### src/rtl/rop_pkg.sv
package rop_pkg;
  localparam int CH_W   = 8;
  localparam int NUM_CH = 4;

  typedef enum logic [3:0] {
    ROP_ZERO     = 4'd0,
    ROP_AND      = 4'd1,
    ROP_AND_NDST = 4'd2,
    ROP_SRC      = 4'd3,
    ROP_ONES     = 4'd4,
    ROP_NSRC     = 4'd5,
    ROP_DST      = 4'd6,
    ROP_NDST     = 4'd7,
    ROP_NAND     = 4'd8,
    ROP_OR       = 4'd9,
    ROP_NOR      = 4'd10,
    ROP_XOR      = 4'd11,
    ROP_XNOR     = 4'd12,
    ROP_NSRC_AND = 4'd13,
    ROP_OR_NDST  = 4'd14,
    ROP_NSRC_OR  = 4'd15
  } rop_code_e;
endpackage

### src/rtl/rop_lane.sv
module rop_lane
  import rop_pkg::*;
#(
  parameter int W = CH_W
) (
  input  logic [3:0]   code,
  input  logic [W-1:0] src,
  input  logic [W-1:0] dst,
  output logic [W-1:0] res
);
  always_comb begin
    unique case (rop_code_e'(code))
      ROP_ZERO:     res = '0;
      ROP_AND:      res = src & dst;
      ROP_AND_NDST: res = src & ~dst;
      ROP_SRC:      res = src;
      ROP_ONES:     res = '1;
      ROP_NSRC:     res = ~src;
      ROP_DST:      res = dst;
      ROP_NDST:     res = ~dst;
      ROP_NAND:     res = ~(src & dst);
      ROP_OR:       res = src | dst;
      ROP_NOR:      res = ~(src | dst);
      ROP_XOR:      res = src ^ dst;
      ROP_XNOR:     res = ~(src ^ dst);
      ROP_NSRC_AND: res = ~src & dst;
      ROP_OR_NDST:  res = src | ~dst;
      ROP_NSRC_OR:  res = ~src | dst;
      default:      res = '0;
    endcase
  end
endmodule

### src/rtl/rop_stage.sv
module rop_stage #(
  parameter int W = 32
) (
  input  logic         clk,
  input  logic         rst_n,
  input  logic         in_valid,
  output logic         in_ready,
  input  logic [W-1:0] in_data,
  output logic         out_valid,
  input  logic         out_ready,
  output logic [W-1:0] out_data
);
  assign in_ready = !out_valid || out_ready;

  always_ff @(posedge clk) begin
    if (!rst_n) begin
      out_valid <= 1'b0;
      out_data  <= '0;
    end else if (in_ready) begin
      out_valid <= in_valid;
      if (in_valid) out_data <= in_data;
    end
  end

  // a stalled beat keeps its value and stays valid
  assert_stall_hold_R6: assert property (@(posedge clk) disable iff (!rst_n)
    (out_valid && !out_ready) |=> (out_valid && $stable(out_data)));
endmodule

### src/rtl/rop_unit.sv
module rop_unit
  import rop_pkg::*;
#(
  parameter int CW = CH_W,
  parameter int NC = NUM_CH
) (
  input  logic              clk,
  input  logic              rst_n,
  input  logic              in_valid,
  output logic              in_ready,
  input  logic [CW*NC-1:0]  src_pixel,
  input  logic [CW*NC-1:0]  dst_pixel,
  input  logic [CW*NC-1:0]  blend_pixel,
  input  logic [3:0]        op_code,
  input  logic              blend_en,
  output logic              out_valid,
  input  logic              out_ready,
  output logic [CW*NC-1:0]  out_pixel
);
  localparam int PIX_W = CW * NC;

  logic [PIX_W-1:0] logic_pix;
  logic [PIX_W-1:0] next_pix;

  for (genvar c = 0; c < NC; c++) begin : g_lane
    rop_lane #(.W(CW)) u_lane (
      .code (op_code),
      .src  (src_pixel[c*CW +: CW]),
      .dst  (dst_pixel[c*CW +: CW]),
      .res  (logic_pix[c*CW +: CW])
    );
  end

  assign next_pix = blend_en ? blend_pixel : logic_pix;

  rop_stage #(.W(PIX_W)) u_stage (
    .clk       (clk),
    .rst_n     (rst_n),
    .in_valid  (in_valid),
    .in_ready  (in_ready),
    .in_data   (next_pix),
    .out_valid (out_valid),
    .out_ready (out_ready),
    .out_data  (out_pixel)
  );

  logic took;
  assign took = in_valid && in_ready;

  // an accepted beat is presented on the next cycle
  assert_take_latency_R5: assert property (@(posedge clk) disable iff (!rst_n)
    took |=> out_valid);

  // blend enabled forwards the blend pixel
  assert_blend_pass_R4: assert property (@(posedge clk) disable iff (!rst_n)
    (took && blend_en) |=> (out_pixel == $past(blend_pixel)));

  // set code yields all ones
  assert_set_ones_R1: assert property (@(posedge clk) disable iff (!rst_n)
    (took && !blend_en && op_code == 4'd4) |=> (out_pixel == {PIX_W{1'b1}}));

  // copy code yields the source pixel
  assert_copy_src_R1: assert property (@(posedge clk) disable iff (!rst_n)
    (took && !blend_en && op_code == 4'd3) |=> (out_pixel == $past(src_pixel)));

  // downstream ready opens the input
  assert_ready_flow_R9: assert property (@(posedge clk) disable iff (!rst_n)
    out_ready |-> in_ready);
endmodule

### config.mk
export PLATFORM = sky130hd
export DESIGN_NAME = rop_unit
export DESIGN_NICKNAME = d
export VERILOG_FILES = /design/src/rtl/rop_pkg.sv /design/src/rtl/rop_lane.sv /design/src/rtl/rop_stage.sv /design/src/rtl/rop_unit.sv
export SDC_FILE = /design/constraint.sdc
export NUM_CORES = 1
export LEC_CHECK = 0
export ABC_AREA = 1
export BUFFER_PORTS_ARGS = -buffer_cell sky130_fd_sc_hd__buf_2
export CAP_MARGIN = 20
export CORE_MARGIN = 3
export CORE_UTILIZATION = 55
export CTS_CLUSTER_SIZE = 25
export DETAILED_ROUTE_END_ITERATION = 8
export GPL_TIMING_DRIVEN = 0
export PLACE_DENSITY = 0.76
export SETUP_SLACK_MARGIN = 0.02
export SYNTH_ARGS = -nofsm -noshare
export SYNTH_HDL_FRONTEND = slang
export SYNTH_SLANG_ARGS = --single-unit
### constraint.sdc
create_clock -name clk -period 1.4 [get_ports clk]
set_input_delay 0.14 -clock clk [delete_from_list [all_inputs] [get_ports clk]]
set_output_delay 0.14 -clock clk [all_outputs]
set_load 0.05 [all_outputs]
==> run summary <==
sequential fraction of the synthesis area -> 0.0841
worst hold slack -> 0.128 ns
Place WS -> -0.633 ns
Post-CTS Hold Buffers -> 0
Starting Density -> 0.564
global-route wire length before repair -> 44.4 mm
total iterations of the first detailed-routing run -> 6
Core Util, Final -> 0.663
Setup WS post-layout -> -0.0235 ns
slew margin rel. -> 0.548
core area -> 13900 um2
worst skew pair latency -> 0.30 ns
Worst Skew -> 0.00900 ns
CP Launch Point -> op_code[0]
H-tree lvl count -> 2
failing checks -> negative setup slack
switching share of power -> 0.471
CP arrival -> 1.66 ns
ANT cells -> 0
detailed-route via count -> 9883
Syn Nets -> 1730
unrepaired setup endpoints after global routing -> yes
All-Layer GR Usage -> 0.346
Tightest Hold Check Type -> primary input to flip-flop
total chip power -> 4.56 mW
pwr dens -> 494 nW/um2
Worst R2R Path Depth -> 6
critical path data required time -> 1.64 ns
DRC viols -> 0
Worst-Margin Slew -> 0.678 ns
Placed Instance Area -> 8780 um2
# setup viols final -> 1
part of the power in the clock network -> 0.248
drt wl/cell -> 15.6 um
CTS sink count -> 33
total grt overflow -> 0
Inst Count DP -> 1814
r2r endpoint -> u_stage.out_data[2]$_SDFFE_PN0P_
die area -> 15800 um2
Reg power frac -> 0.233
period utilisation layout -> 1.02
status -> complete, but fails checks
final WL -> 28.5 mm
CP endpoint kind -> flip-flop
leakage power figure -> 5.94 nW
Final ANT Viol Nets -> 0
Clk Tree Root Cell -> clkbuf_16
Worst setup endpoint -> u_stage.out_data[26]$_SDFFE_PN0P_
Slew Viols, Final -> 0
NumNets Final -> 1877
share of layout cells above drive strength 1 -> 0.153
Syn Inst Count -> 1497
row cnt -> 43
die width -> 126 um
Max Cap Violations -> 0
vias in the first global route -> 8931
Reg clk slew, reported paths -> 0.07 ns
post-layout instance area -> 9240 um2
cts bufs inserted -> 5
Area Growth Syn to Fin -> 17.6%
Internal Power -> 2.41 mW
post-synth top area share -> 0.231
flops & latches, synth -> 33
Fmax achieved -> 702 MHz
die height -> 126 um
Ports -> 139
post-route minimum period -> 1.42 ns
global placer's final weighted congestion -> 0.986
initial antenna violation count -> 0
DP HPWL -> 20.0 mm
largest net degree at the start of global routing -> 12
setup_tns -> -0.0235 ns
Startpoint Class -> primary input
Sw Pwr -> 2.15 mW
Finished Layout Cells -> 1825
maximum vdd ir drop -> 0.656 mV
Vias per Instance -> 5.42
I/O Buffers -> 137
Yosys Warn Count -> 0
post-synth top area cell -> nand2_1
mapped cell area -> 7860 um2
Iter 0 DRT Violations -> 1020
Syn Area/Cell -> 5.25 um2
CTS tree -> built
Gate power share -> 0.519
R2R Path Start -> u_stage.out_valid$_SDFFE_PN0N_
reg2reg setup slack -> 0.10 ns
final hold viol count -> 0
Setup CP Type -> primary input to flip-flop
Crit Path Max Fanout -> 10
Synth area leaders -> nand2_1 (23%), ha_1 (20%), nand3_1 (15%)
Yosys cell types -> 17
clk buf depth -> 2
==> worst min path at each step <==
stage | from | to | slack (ns) | depth (start not counted)
final | blend_pixel[11] | u_stage.out_data[11]$_SDFFE_PN0P_ | 0.13 | 3
after floorplan | rst_n | u_stage.out_data[26]$_SDFFE_PN0P_ | 0.28 | 2
after detailed placement | blend_pixel[5] | u_stage.out_data[5]$_SDFFE_PN0P_ | 0.43 | 3
after global placement | out_ready | u_stage.out_valid$_SDFFE_PN0N_ | 0.43 | 4
after global routing | blend_pixel[5] | u_stage.out_data[5]$_SDFFE_PN0P_ | 0.15 | 3
after CTS | out_ready | u_stage.out_valid$_SDFFE_PN0N_ | 0.13 | 4
==> cell families after synthesis <==
logic type      count (synthesis)  synth area share
compound gates                129            0.0923
simple gates                  887             0.463
buf+inv                       320             0.157
fa+ha+maj                     128             0.204
flops                          33            0.0841
==> placed cells by master (no fill, tap or decap) <==
master / netlist / routed
nor2_1: 167 / 160
clkinvlp_4: 0 / 1
nand2_2: 0 / 8
nand2_4: 0 / 1
clkbuf_4: 0 / 30
clkbuf_1: 53 / 10
clkbuf_16: 0 / 5
nor2_4: 0 / 7
o21bai_2: 0 / 6
buf_2: 26 / 145
clkinv_2: 0 / 2
nand3b_1: 3 / 3
nand2_1: 483 / 474
dfxtp_4: 0 / 1
buf_6: 0 / 1
inv_2: 1 / 2
buf_4: 0 / 26
ha_1: 128 / 128
clkbuf_2: 0 / 14
o21bai_1: 30 / 24
nor2_2: 3 / 3
a21oi_1: 64 / 64
nand3_1: 231 / 231
a21boi_0: 1 / 1
dfxtp_1: 33 / 32
o21ai_0: 33 / 33
inv_1: 233 / 232
o211ai_1: 1 / 1
==> worst max-delay path, stage by stage <==
cell      delay (ns)
buf_2           0.16
inv_1           0.16
nand2_2         0.11
nor2_1          0.18
buf_2           0.32
nand2_1         0.11
nand2_1         0.12
nor2_1          0.05
nand2_1         0.07
o21bai_1        0.09
a21oi_1         0.13
==> power groups by stage <==
stage	Combinational [mW]	Sequential, mW	Clock, mW
4_1_cts	2.25	1.06	1.14
5_1_grt	2.59	1.07	1.19
2_1_floorplan	1.16	1.36	0
3_5_place_dp	2.21	1.08	0
3_3_place_gp	2.19	1.08	0
6_report	2.37	1.06	1.13
==> registers in the layout, indices dropped and copies added, names as in the netlist <==
register           count
u_stage.out_data      32
u_stage.out_valid      1
==> timing repair <==
| item | CTS | global route |
|---|---|---|
| pin swaps | 0 | 5 |
| setup endpoints to repair | 32 | 32 |
| setup buffers | 0 | 3 |
| gates resized for setup | 62 | 123 |
==> cell type report <==
cell class,count,area (um2)
Fill cell,1410,4690
Inverter,234,878
Clock buffer,5,125
Sequential cell,33,664
Timing Repair Buffer,140,708
Multi-Input combinational cell,1144,6070
Clock inverter,3,17.5
Buffer,86,557
Tap cell,180,225
==> synthesized netlist by cell type <==
| library cell | instances |
|---|---|
| nand2_1 | 483 |
| inv_1 | 233 |
| nand3_1 | 231 |
| nor2_1 | 167 |
| ha_1 | 128 |
| a21oi_1 | 64 |
| clkbuf_1 | 53 |
| dfxtp_1 | 33 |
| o21ai_0 | 33 |
| o21bai_1 | 30 |
| buf_2 | 26 |
| buf_1 | 7 |
| nand3b_1 | 3 |
| nor2_2 | 3 |
| a21boi_0 | 1 |
| inv_2 | 1 |
| o211ai_1 | 1 |
==> routing by layer <==
| metal | track usage | up-vias | wire length [um] |
|---|---|---|---|
| met4 | 0.156 | 0 | 1180 |
| met2 | 0.571 | 516 | 13100 |
| li1 | - | 4892 | - |
| met1 | 0.446 | 4375 | 11700 |
| met3 | 0.0534 | 100 | 2560 |
| met5 | 0 | - | 0 |
No activity file was read; power rests on OpenSTA's default activity.
